**src/rtl/i2c_rf_pkg.sv**
```systemverilog
package i2c_rf_pkg;
   localparam int BYTE_W = 8;
   localparam int BIT_CW = $clog2(BYTE_W + 1);

   typedef enum logic [2:0] {
      ST_IDLE,
      ST_ADDR,
      ST_ADDR_ACK,
      ST_WR,
      ST_WR_ACK,
      ST_RD,
      ST_RD_ACK,
      ST_SKIP
   } slv_state_e;
endpackage

```
**src/rtl/i2c_rf_sync.sv**
```systemverilog
module i2c_rf_sync #(
   parameter int STAGES = 2
) (
   input  logic clk,
   input  logic rst_n,
   input  logic scl_i,
   input  logic sda_i,
   output logic scl_s,
   output logic sda_s,
   output logic scl_rise,
   output logic scl_fall,
   output logic start_p,
   output logic stop_p
);
   generate
      if (STAGES < 2) begin : g_bad_stages
         $error("i2c_rf_sync: STAGES must be at least 2");
      end
   endgenerate

   logic [STAGES-1:0] scl_pipe;
   logic [STAGES-1:0] sda_pipe;
   logic              scl_d;
   logic              sda_d;

   always_ff @(posedge clk or negedge rst_n) begin
      if (!rst_n) begin
         scl_pipe <= '1;
         sda_pipe <= '1;
         scl_d    <= 1'b1;
         sda_d    <= 1'b1;
      end else begin
         scl_pipe <= {scl_pipe[STAGES-2:0], scl_i};
         sda_pipe <= {sda_pipe[STAGES-2:0], sda_i};
         scl_d    <= scl_pipe[STAGES-1];
         sda_d    <= sda_pipe[STAGES-1];
      end
   end

   assign scl_s    = scl_pipe[STAGES-1];
   assign sda_s    = sda_pipe[STAGES-1];
   assign scl_rise = scl_s & ~scl_d;
   assign scl_fall = ~scl_s & scl_d;
   assign start_p  = scl_s & scl_d & sda_d & ~sda_s;
   assign stop_p   = scl_s & scl_d & ~sda_d & sda_s;
endmodule

```
**src/rtl/i2c_rf_regs.sv**
```systemverilog
module i2c_rf_regs #(
   parameter int NREGS = 8,
   parameter int W     = 8,
   localparam int PW   = (NREGS > 1) ? $clog2(NREGS) : 1
) (
   input  logic          clk,
   input  logic          rst_n,
   input  logic          ptr_load,
   input  logic [W-1:0]  load_val,
   input  logic          wr_en,
   input  logic [W-1:0]  wr_data,
   input  logic          ptr_inc,
   output logic [W-1:0]  rd_data
);
   generate
      if (NREGS < 2) begin : g_bad_nregs
         $error("i2c_rf_regs: NREGS must be at least 2");
      end
      if (PW > W) begin : g_bad_width
         $error("i2c_rf_regs: pointer wider than a byte");
      end
   endgenerate

   logic [W-1:0]  mem_q [NREGS];
   logic [PW-1:0] ptr_q;
   logic [PW-1:0] ptr_next_inc;
   logic [PW-1:0] ptr_loaded;

   assign ptr_loaded = PW'(load_val % NREGS);

   generate
      if ((1 << PW) == NREGS) begin : g_wrap_pow2
         assign ptr_next_inc = ptr_q + PW'(1);
      end else begin : g_wrap_cmp
         assign ptr_next_inc = (ptr_q == PW'(NREGS - 1)) ? '0 : ptr_q + PW'(1);
      end
   endgenerate

   always_ff @(posedge clk or negedge rst_n) begin
      if (!rst_n) begin
         ptr_q <= '0;
         for (int i = 0; i < NREGS; i++) mem_q[i] <= '0;
      end else begin
         if (wr_en) mem_q[ptr_q] <= wr_data;
         if (ptr_load)     ptr_q <= ptr_loaded;
         else if (ptr_inc) ptr_q <= ptr_next_inc;
      end
   end

   assign rd_data = mem_q[ptr_q];


   ptr_wrap_chk: assert property (@(posedge clk) disable iff (!rst_n)
      (ptr_inc && !ptr_load) |=>
         ptr_q == (($past(ptr_q) == PW'(NREGS - 1)) ? '0 : PW'($past(ptr_q) + PW'(1))));


   wr_lands_chk: assert property (@(posedge clk) disable iff (!rst_n)
      wr_en |=> mem_q[$past(ptr_q)] == $past(wr_data));
endmodule

```
**src/rtl/i2c_regfile_slave.sv**
```systemverilog
module i2c_regfile_slave
   import i2c_rf_pkg::*;
#(
   parameter logic [6:0] DEV_ADDR    = 7'b1001101,
   parameter int         NREGS       = 8,
   parameter int         SYNC_STAGES = 2
) (
   input  logic clk,
   input  logic rst_n,
   input  logic scl_i,
   input  logic sda_i,
   output logic sda_oe_o
);
   logic scl_s, sda_s, scl_rise, scl_fall, start_p, stop_p;

   i2c_rf_sync #(.STAGES(SYNC_STAGES)) u_sync (
      .clk      (clk),
      .rst_n    (rst_n),
      .scl_i    (scl_i),
      .sda_i    (sda_i),
      .scl_s    (scl_s),
      .sda_s    (sda_s),
      .scl_rise (scl_rise),
      .scl_fall (scl_fall),
      .start_p  (start_p),
      .stop_p   (stop_p)
   );

   slv_state_e         state_q;
   logic [BIT_CW-1:0]  bit_cnt_q;
   logic [BYTE_W-1:0]  rx_q;
   logic [BYTE_W-1:0]  tx_q;
   logic               rw_q;
   logic               first_q;
   logic               mack_q;
   logic               oe_q;
   logic [BYTE_W-1:0]  rd_data;
   logic               byte_end;
   logic               ptr_load;
   logic               wr_en;
   logic               ptr_inc;

   assign byte_end = scl_fall && (bit_cnt_q == BIT_CW'(BYTE_W));
   assign ptr_load = (state_q == ST_WR) && byte_end && first_q && !start_p && !stop_p;
   assign wr_en    = (state_q == ST_WR) && byte_end && !first_q && !start_p && !stop_p;
   assign ptr_inc  = wr_en || ((state_q == ST_RD) && byte_end && !start_p && !stop_p);

   i2c_rf_regs #(.NREGS(NREGS), .W(BYTE_W)) u_regs (
      .clk      (clk),
      .rst_n    (rst_n),
      .ptr_load (ptr_load),
      .load_val (rx_q),
      .wr_en    (wr_en),
      .wr_data  (rx_q),
      .ptr_inc  (ptr_inc),
      .rd_data  (rd_data)
   );

   always_ff @(posedge clk or negedge rst_n) begin
      if (!rst_n) begin
         state_q   <= ST_IDLE;
         bit_cnt_q <= '0;
         rx_q      <= '0;
         tx_q      <= '0;
         rw_q      <= 1'b0;
         first_q   <= 1'b0;
         mack_q    <= 1'b0;
         oe_q      <= 1'b0;
      end else if (stop_p) begin
         state_q   <= ST_IDLE;
         bit_cnt_q <= '0;
         oe_q      <= 1'b0;
      end else if (start_p) begin
         state_q   <= ST_ADDR;
         bit_cnt_q <= '0;
         oe_q      <= 1'b0;
      end else begin
         case (state_q)
            ST_ADDR: begin
               if (scl_rise) begin
                  rx_q      <= {rx_q[BYTE_W-2:0], sda_s};
                  bit_cnt_q <= bit_cnt_q + BIT_CW'(1);
               end else if (byte_end) begin
                  if (rx_q[BYTE_W-1:1] == DEV_ADDR) begin
                     state_q <= ST_ADDR_ACK;
                     rw_q    <= rx_q[0];
                     oe_q    <= 1'b1;
                  end else begin
                     state_q <= ST_SKIP;
                  end
               end
            end
            ST_ADDR_ACK: begin
               if (scl_fall) begin
                  bit_cnt_q <= '0;
                  if (rw_q) begin
                     state_q <= ST_RD;
                     tx_q    <= rd_data;
                     oe_q    <= ~rd_data[BYTE_W-1];
                  end else begin
                     state_q <= ST_WR;
                     first_q <= 1'b1;
                     oe_q    <= 1'b0;
                  end
               end
            end
            ST_WR: begin
               if (scl_rise) begin
                  rx_q      <= {rx_q[BYTE_W-2:0], sda_s};
                  bit_cnt_q <= bit_cnt_q + BIT_CW'(1);
               end else if (byte_end) begin
                  state_q <= ST_WR_ACK;
                  first_q <= 1'b0;
                  oe_q    <= 1'b1;
               end
            end
            ST_WR_ACK: begin
               if (scl_fall) begin
                  state_q   <= ST_WR;
                  bit_cnt_q <= '0;
                  oe_q      <= 1'b0;
               end
            end
            ST_RD: begin
               if (scl_rise) begin
                  bit_cnt_q <= bit_cnt_q + BIT_CW'(1);
               end else if (byte_end) begin
                  state_q <= ST_RD_ACK;
                  oe_q    <= 1'b0;
               end else if (scl_fall) begin
                  tx_q <= tx_q << 1;
                  oe_q <= ~tx_q[BYTE_W-2];
               end
            end
            ST_RD_ACK: begin
               if (scl_rise) begin
                  mack_q <= ~sda_s;
               end else if (scl_fall) begin
                  if (mack_q) begin
                     state_q   <= ST_RD;
                     bit_cnt_q <= '0;
                     tx_q      <= rd_data;
                     oe_q      <= ~rd_data[BYTE_W-1];
                  end else begin
                     state_q <= ST_SKIP;
                  end
               end
            end
            default: ;
         endcase
      end
   end

   assign sda_oe_o = oe_q;


   oe_on_low_chk: assert property (@(posedge clk) disable iff (!rst_n)
      $rose(oe_q) |-> !scl_s);


   stop_release_chk: assert property (@(posedge clk) disable iff (!rst_n)
      stop_p |=> (!oe_q && state_q == ST_IDLE));


   skip_quiet_chk: assert property (@(posedge clk) disable iff (!rst_n)
      (state_q == ST_SKIP) |-> !oe_q);


   ack_hold_chk: assert property (@(posedge clk) disable iff (!rst_n)
      (state_q == ST_ADDR_ACK || state_q == ST_WR_ACK) |-> oe_q);
endmodule

```
**config.mk**
```make
export PLATFORM = sky130hd
export DESIGN_NAME = i2c_regfile_slave
export DESIGN_NICKNAME = d
export VERILOG_FILES = /design/src/rtl/i2c_rf_pkg.sv /design/src/rtl/i2c_rf_sync.sv /design/src/rtl/i2c_rf_regs.sv /design/src/rtl/i2c_regfile_slave.sv
export SDC_FILE = /design/constraint.sdc
export NUM_CORES = 1
export LEC_CHECK = 0
export BUFFER_PORTS_ARGS = -buffer_cell sky130_fd_sc_hd__buf_2
export CAP_MARGIN = 20
export CORE_MARGIN = 8
export CORE_UTILIZATION = 40
export DETAILED_ROUTE_END_ITERATION = 8
export PLACE_DENSITY = 0.6
export SLEW_MARGIN = 20
export SYNTH_ARGS = -nofsm -noshare
export SYNTH_HDL_FRONTEND = slang
export SYNTH_SLANG_ARGS = --single-unit
```
**constraint.sdc**
```tcl
create_clock -name clk -period 2.6 [get_ports clk]
set_clock_uncertainty 0.2 [all_clocks]
set_input_delay 0 -clock clk [delete_from_list [all_inputs] [get_ports clk]]
set_output_delay 0 -clock clk [all_outputs]
set_load 0.005 [all_outputs]
```
==> results of run 1 <==
[state kept, by name, indices dropped and copies added, names as in the netlist, 2 cells and up]
register         cells
rx_q                 8
bit_cnt_q            4
u_regs.mem_q        64
tx_q                 7
u_sync.sda_pipe      2
u_sync.scl_pipe      2
state_q              3
u_regs.ptr_q         3
[timing repair]
action,4_1_cts,5_1_grt
buffers inserted,0,0
hold buffers,3,0
hold endpoints to repair,44,0
setup endpoints to repair,0,0
[area by class of cell]
cell class	count	area [um2]	share of cell area
sequential	99	2480	0.451
multi-input combinational	246	2230	0.405
inverter	10	37.5	0.00682
clock buffer	12	246	0.0448
timing repair buffer	37	290	0.0527
clock inverter	4	31.3	0.00568
tap	147	184	0.0334
[metal layers]
layer	share of wire	vias to the layer above	wire length, um
met5	0	-	0
li1	-	1449	-
met1	0.48	1562	5010
met4	0.015	0	154
met3	0.023	9	241
met2	0.49	39	5100
[synthesized netlist by cell type (all sizes together)]
library cell	n	area share
ha	3	0.0077
o221ai	1	0.0018
or4	1	0.0015
dfrtp	93	0.48
or2	1	0.0013
o22ai	3	0.0039
a22oi	6	0.0093
and3	2	0.0026
nor2b	8	0.010
a21bo	1	0.0021
a22o	3	0.0054
nand3b	4	0.0095
o41ai	1	0.0018
o311ai	1	0.0018
o21ba	2	0.0041
clkbuf	12	0.0093
a2bb2oi	1	0.0018
nor4bb	1	0.0021
a21oi	6	0.0062
o211ai	2	0.0031
nor4	7	0.024
dfstp	6	0.032
nand2b	3	0.0054
a221oi	1	0.0018
o31ai	3	0.0046
buf	12	0.012
nor3	3	0.0054
a211oi	2	0.0031
and2	2	0.0026
mux2	80	0.19
nor2	10	0.0093
a21o	1	0.0015
a311oi	2	0.0036
a31oi	4	0.0052
nand2	27	0.022
mux2i	12	0.025
xnor2	1	0.0018
nand3	9	0.0093
mux4	10	0.046
nand4b	2	0.0036
a21boi	1	0.0015
o21ai	17	0.018
inv	10	0.0077
or3	1	0.0013
o32ai	1	0.0018
[kinds of logic after synthesis]
family,count (synthesis),synth area share
AO/OA/AOI/OAI,59,0.0819
XOR/XNOR,1,0.00180
adder cells (fa/ha/maj),3,0.00773
buffers and inverters,34,0.0291
flip-flops,99,0.512
multiplexers,102,0.257
AND/OR/NAND/NOR,81,0.111
[per-stage QoR]
step	total power, W	cells
after global placement	0.00276	536
after floorplan	0.00248	379
final	0.00403	555
after CTS	0.00407	555
after detailed placement	0.00278	536
after global routing	0.00425	555
[power groups by stage]
stage / logic (W) / clock network, W / registers (W)
final: 0.000843 / 0.00128 / 0.00190
after global routing: 0.000946 / 0.00137 / 0.00193
after CTS: 0.000853 / 0.00131 / 0.00190
after detailed placement: 0.000850 / 0 / 0.00193
after global placement: 0.000830 / 0 / 0.00193
after floorplan: 0.000675 / 0 / 0.00180
[worst max-delay path by stage]
stage / startpoint / to
after floorplan: bit_cnt_q[0]$_DFFE_PN0P_ / u_regs.mem_q[2]$_DFFE_PN0P_
after global placement: bit_cnt_q[0]$_DFFE_PN0P_ / u_regs.mem_q[52]$_DFFE_PN0P_
after detailed placement: bit_cnt_q[0]$_DFFE_PN0P_ / u_regs.mem_q[49]$_DFFE_PN0P_
after CTS: bit_cnt_q[0]$_DFFE_PN0P_ / u_regs.mem_q[49]$_DFFE_PN0P_
after global routing: bit_cnt_q[0]$_DFFE_PN0P_ / u_regs.mem_q[52]$_DFFE_PN0P_
final: state_q[1]$_DFFE_PN0P_ / u_regs.mem_q[50]$_DFFE_PN0P_
==> summary.md, run 1 <==
| Metric | Value |
|---|---|
| Via count | 3059 |
| Failing checks | negative hold slack |
| Core box area | 0.0119 mm2 |
| Worst Path Required | 2.63 ns |
| M2 GR Usage | 0.222 |
| Clock tree from TritonCTS | done |
| Reg-to-reg startpoint | state_q[1]$_DFFE_PN0P_ |
| Slew @ Worst Pin | about 0.7 ns |
| Max-slew violation count | 0 |
| Wirelength per Cell | about 19 um |
| Std-Cell Rows | 40 |
| Floorplan die area | 0.0159 mm2 |
| DP Wirelength | 7.55 mm |
| Kind of cell adding the most delay to the critical path | simple AND/OR/NAND/NOR gates |
| Pin count of the biggest net entering global routing | 46 |
| Critical Path Stages | 5 |
| Clock tree buffer depth | 2 |
| Starting Density | 0.408 |
| GRT Residual Overflow | 0 |
| Setup violation total in the final timing report | 0 |
| Buffers on Ports | 4 |
| Setup slack on the worst flop-to-flop path | 0.20 ns |
| Setup_tns | 0 ns |
| Final Cycle Share | 0.922 |
| Post-CTS Resized | 0 |
| CP endpoint kind | register |
| Number of maximum-capacitance constraint violations | 0 |
| Switching power | approximately 0.0013 W |
| Top Usage Layer GRT | met2 |
| Share of total power in sequential cells | 0.472 |
| Clock Tree Root | sky130_fd_sc_hd__clkbuf_16 |
| Routability cong. | around 0.78 |
| Cell area reported after detailed placement | 0.00520 mm2 |
| Routed WL | approximately 11 mm |
| Clock-pin slew on the worst setup and hold paths | roughly 0.070 ns |
| Endpoint of the worst register-to-register path | u_regs.mem_q[50]$_DFFE_PN0P_ |
| Part of the Yosys area used for sequential elements | 0.512 |
| Post-Synthesis Cells | between 300 and 400 |
| Depth of the most critical reg-to-reg path | 5 |
| Number of nets in the finished design | between 400 and 500 |
| Final-layout worst hold slack | -0.00251 ns |
| Final cell utilization of the core | 0.462 |
| Avg Vias per Cell | 5.51 |
| Pre-CTS setup slack | 0.180 ns |
| Yosys warning count | 0 |
| Area growth syn-to-layout | 13.3% |
| Antenna diode instance count | 0 |
| Switching fraction of total power | 0.322 |
| Met3 Track Usage GR | 0.0291 |
| CP Class | register to register |
| Final critical-path required period | 2.40 ns |
| Path category of the worst min-delay check | input pin to asynchronous set/reset pin |
| Proportion of layout cells with a drive suffix above 1 | 0.385 |
| Commonest cells after routing, fill and taps aside | sky130_fd_sc_hd__dfrtp_1 (93), sky130_fd_sc_hd__mux2_2 (78), sky130_fd_sc_hd__buf_4 (30) |
| Slack of the critical path | 0.202 ns |
| Number of filler cells placed in the layout | around 1100 |
| Number of antenna violations at the first check in global routing | 0 |
| Maximum ir drop on the vdd rail | 0.453 mV |
| Detail Route Antenna Nets | 0 |
| Slowest cell delay on critical path | 0.67 ns |
| Max Fclk | 0.417 GHz |
| Worst slew margin relative to its limit | 0.532 |
| Net count after synthesis | 386 |
| TritonCTS Buffers | 9 |
| Final standard cell area without fillers | 0.00550 mm2 |
| IO Count | 5 |
| List of cells traversed by the critical path | nand3b_4 -> nor3_4 -> nand2_4 -> nor4_4 -> mux2_2 |
| Clock Sink Count | 99 |
| Clock latency of the later-clocked register in the worst-skew pair | 0.35 ns |
| Die height | 126 um |
| Cell with the biggest individual delay on the critical path | sky130_fd_sc_hd__dfrtp_1 |
| Tot GR Track Use | 0.139 |
| Internal power summed over all cells | 0.00273 W |
| Unrepaired setup endpoints after global routing | no |
| Proportion of power drawn by the clock network | 0.319 |
| Power per cell area | 732 mW/mm2 |
| Number of global-route vias before repair | 3122 |
| Synthesized area | 0.00486 mm2 |
| Unique cell type count in the Yosys netlist | between 50 and 60 |
| Synthesis-stage register bit count | 99 |
| CP Launch Type | register |
| Critical Path AT | between 2 and 2.5 ns |
| Most common cell after layout, fill and taps aside | sky130_fd_sc_hd__dfrtp_1 |
| First-pass GRT wire length | 17.1 mm |
| Combinational power share | 0.209 |
| Buffers & Inverters on Critical Path | 0 |
| H-tree lvl count | 3 |
| Avg Inst Size Synth | 12.8 um2 |
| Run status | complete, but fails checks |
| Final hold violations | 2 |
| Chip Width | 126 um |
| Number of design rule violations left after detail routing | 0 |
| Global-route track usage on met1 | 0.182 |
| DR pass1 iterations | 4 |
| CP Max Fanout | 16 |
| Leakage power total | ~2.6 nW |
| Number of design-rule violations left by the first detailed-router iteration | 132 |
No activity file was read; power rests on OpenSTA's default activity.
==> run 2: changes to the inputs <==
--- a/config.mk
+++ b/config.mk
@@ -7,10 +7,11 @@
 export LEC_CHECK = 0
 export BUFFER_PORTS_ARGS = -buffer_cell sky130_fd_sc_hd__buf_2
 export CAP_MARGIN = 20
+export CORE_ASPECT_RATIO = 1.75
 export CORE_MARGIN = 8
-export CORE_UTILIZATION = 40
+export CORE_UTILIZATION = 25
 export DETAILED_ROUTE_END_ITERATION = 8
-export PLACE_DENSITY = 0.6
+export PLACE_DENSITY = 0.43
 export SLEW_MARGIN = 20
 export SYNTH_ARGS = -nofsm -noshare
 export SYNTH_HDL_FRONTEND = slang
==> run 2 against run 1 <==
  * Sequential cell count stayed put
  * The run still ends with negative hold slack left
  * Core utilization shrank 17 points
  * Largest cell class unchanged
  * Clock-buffer cell count is 1 lower
  * Wire length up 13%
  * Sequential share of layout area is 0.84 points lower
  * Sequential power increased by 2%
  * Highest routed layer unchanged
==> summary.md, run 2 (same netlist as run 1, synthesis figures left out) <==
| Metric | Value |
|---|---|
| Share of total power in sequential cells | 0.481 (was 0.472) |
| Antenna diode instance count | 0 (unchanged) |
| Floorplan die area | 0.0243 mm2 (was 0.0159 mm2) |
| IO Count | 5 (unchanged) |
| Setup slack on the worst flop-to-flop path | 0.19 ns (was 0.20 ns) |
| Starting Density | 0.254 (was 0.408) |
| Chip Width | 121 um (was 126 um) |
| Slew @ Worst Pin | 0.778 ns (was 0.700 ns) |
| Clock-pin slew on the worst setup and hold paths | 0.07 ns (about the same) |
| CP Class | register to register (unchanged) |
| Internal power summed over all cells | 0.00272 W (was 0.00273 W) |
| Via count | 3063 (was 3059) |
| Buffers & Inverters on Critical Path | 2 (was 0) |
| Detail Route Antenna Nets | 0 (unchanged) |
| Kind of cell adding the most delay to the critical path | simple AND/OR/NAND/NOR gates (unchanged) |
| CP Launch Type | register (unchanged) |
| Largest register by flop count | u_regs.mem_q (unchanged) |
| CP Max Fanout | 8 (was 16) |
| Number of antenna violations at the first check in global routing | 0 (unchanged) |
| Routed WL | 11.9 mm (was 10.5 mm) |
| Proportion of power drawn by the clock network | 0.315 (was 0.319) |
| Final-layout worst hold slack | -0.00613 ns (was -0.00251 ns) |
| Die height | 200 um (was 126 um) |
| Proportion of layout cells with a drive suffix above 1 | 0.381 (was 0.385) |
| Final hold violations | 5 (was 2) |
| Worst Path Required | 2.63 ns (about the same) |
| Combinational power share | 0.204 (was 0.209) |
| Critical Path Stages | 8 (was 5) |
| Commonest cells after routing, fill and taps aside | sky130_fd_sc_hd__dfrtp_1 (93), sky130_fd_sc_hd__mux2_2 (78), sky130_fd_sc_hd__nand2_1 (26) (was sky130_fd_sc_hd__dfrtp_1 (93), sky130_fd_sc_hd__mux2_2 (78), sky130_fd_sc_hd__buf_4 (30)) |
| Std-Cell Rows | 67 (was 40) |
| Path category of the worst min-delay check | input pin to asynchronous set/reset pin (unchanged) |
| H-tree lvl count | 3 (unchanged) |
| Wirelength per Cell | 18.4 um (was 18.9 um) |
| Pin count of the biggest net entering global routing | 57 (was 46) |
| Clock latency of the later-clocked register in the worst-skew pair | 0.35 ns (about the same) |
| Max FFs per register | 64 (unchanged) |
| Number of maximum-capacitance constraint violations | 0 (unchanged) |
| Buffers on Ports | 4 (unchanged) |
| Clock Tree Root | sky130_fd_sc_hd__clkbuf_16 (unchanged) |
| Worst slew margin relative to its limit | 0.480 (was 0.532) |
| Clock Sink Count | 99 (unchanged) |
| Routability cong. | 0.859 (was 0.782) |
| DR pass1 iterations | 5 (was 4) |
| Biggest regs | u_regs.mem_q x64, rx_q x8, tx_q x7 (unchanged) |
| Switching power | 0.00131 W (was 0.00130 W) |
| Depth of the most critical reg-to-reg path | 8 (was 5) |
| CP endpoint kind | register (unchanged) |
| Final critical-path required period | 2.41 ns (was 2.40 ns) |
| First-pass GRT wire length | 19.6 mm (was 17.1 mm) |
| Leakage power total | 2.54 nW (was 2.56 nW) |
| Most common cell after layout, fill and taps aside | sky130_fd_sc_hd__dfrtp_1 (unchanged) |
| Slowest cell delay on critical path | 0.41 ns (was 0.67 ns) |
| TritonCTS Buffers | 9 (unchanged) |
| Max-slew violation count | 0 (unchanged) |
| DP Wirelength | 8.74 mm (was 7.55 mm) |
| Number of non-filler instances in the completed layout | 645 (was 555) |
| Run status | complete, but fails checks (unchanged) |
| Critical Path AT | 2.44 ns (was 2.43 ns) |
| Number of design rule violations left after detail routing | 0 (unchanged) |
| Maximum ir drop on the vdd rail | 0.350 mV (was 0.453 mV) |
| Clock tree from TritonCTS | done (unchanged) |
| Setup_tns | 0 ns (unchanged) |
| List of cells traversed by the critical path | inv_1 -> ha_1 -> nand3b_2 -> nor3_4 -> nand2_4 -> nor4_4 -> buf_4 -> mux2_2 (was nand3b_4 -> nor3_4 -> nand2_4 -> nor4_4 -> mux2_2) |
| Core box area | 0.0191 mm2 (was 0.0119 mm2) |
| Setup violation total in the final timing report | 0 (unchanged) |
| Final Cycle Share | 0.927 (was 0.922) |
| Clock tree buffer depth | 2 (unchanged) |
| Number of design-rule violations left by the first detailed-router iteration | 134 (was 132) |
| Post-CTS Resized | 0 (unchanged) |
| Max Fclk | 0.415 GHz (was 0.417 GHz) |
| Switching fraction of total power | 0.326 (was 0.322) |
| Unrepaired setup endpoints after global routing | no (unchanged) |
| Failing checks | negative hold slack (unchanged) |
| Placed cell count | 625 (was 536) |
| Number of nets in the finished design | 406 (was 410) |
| Number of global-route vias before repair | 3404 (was 3122) |
| Power per cell area | 719 mW/mm2 (was 732 mW/mm2) |
| Tot GR Track Use | 0.105 (was 0.139) |
| Cell with the biggest individual delay on the critical path | sky130_fd_sc_hd__dfrtp_1 (unchanged) |
| Area growth syn-to-layout | 15.5% (was 13.3%) |
| Avg Vias per Cell | 4.75 (was 5.51) |
| Number of filler cells placed in the layout | 1956 (was 1098) |
| GRT Residual Overflow | 0 (unchanged) |
## run 2: worst paths after layout
check,to,start
max,u_regs.mem_q[48]$_DFFE_PN0P_,bit_cnt_q[0]$_DFFE_PN0P_
min,u_regs.mem_q[40]$_DFFE_PN0P_,rst_n
max reg2reg,u_regs.mem_q[48]$_DFFE_PN0P_,bit_cnt_q[0]$_DFFE_PN0P_
min reg2reg,u_sync.sda_pipe[1]$_DFF_PN1_,u_sync.sda_pipe[0]$_DFF_PN1_
max in group asynchronous,tx_q[1]$_DFFE_PN0P_,rst_n
min in group clk,u_sync.sda_pipe[0]$_DFF_PN1_,sda_i
## run 2: power by group through the flow
| stage | logic (W) | clock network, W | registers [W] |
|---|---|---|---|
| final | 0.000822 | 0.00127 | 0.00194 |
| after global routing | 0.000935 | 0.00138 | 0.00197 |
| after CTS | 0.000830 | 0.00132 | 0.00195 |
| after detailed placement | 0.000823 | 0 | 0.00197 |
| after global placement | 0.000817 | 0 | 0.00197 |
| after floorplan | 0.000675 | 0 | 0.00180 |
## run 2: layout make-up
class / instances / area, um2 / share of cell area
sequential: 99 / 2480 / 0.443
multi-input combinational: 246 / 2230 / 0.398
tap: 241 / 302 / 0.0538
timing repair buffer: 33 / 273 / 0.0486
clock buffer: 11 / 243 / 0.0433
clock inverter: 5 / 38.8 / 0.00692
inverter: 10 / 37.5 / 0.00669
## run 2: layer usage
layer	GRT usage	part of all wire	vias to the layer above	routed length, um
met5	0	0	-	0
met4	0.0580	0.041	0	489
met3	0.0146	0.016	25	190
met2	0.194	0.57	41	6710
met1	0.110	0.38	1562	4480
li1	-	-	1435	-
## run 2: worst register-to-register path, stage by stage, from the launching register on
cell                       delay (ns)
sky130_fd_sc_hd__dfrtp_1         0.41
sky130_fd_sc_hd__inv_1           0.07
sky130_fd_sc_hd__ha_1            0.16
sky130_fd_sc_hd__nand3b_2        0.20
sky130_fd_sc_hd__nor3_4          0.30
sky130_fd_sc_hd__nand2_4         0.13
sky130_fd_sc_hd__nor4_4          0.26
sky130_fd_sc_hd__buf_4           0.22
sky130_fd_sc_hd__mux2_2          0.35
## run 2: what timing repair did
item	CTS	global route
endpoints found under the hold margin	100	0
setup buffers	0	1
hold buffers	3	0
endpoints found under the setup margin	0	1
## run 2: through the flow
step	total power, W	utilization	area, um2	hold slack (ns)	worst slack [ns]
5_1_grt	0.00429	0.293	5610	0.0682	0.0362
6_report	0.00403	0.293	5610	-0.00613	0.190
2_1_floorplan	0.00248	-	4860	-0.496	0.425
3_5_place_dp	0.00280	0.277	5290	-0.156	0.114
4_1_cts	0.00410	0.293	5600	0.0149	0.109
3_3_place_gp	0.00279	0.277	5290	-0.161	0.205
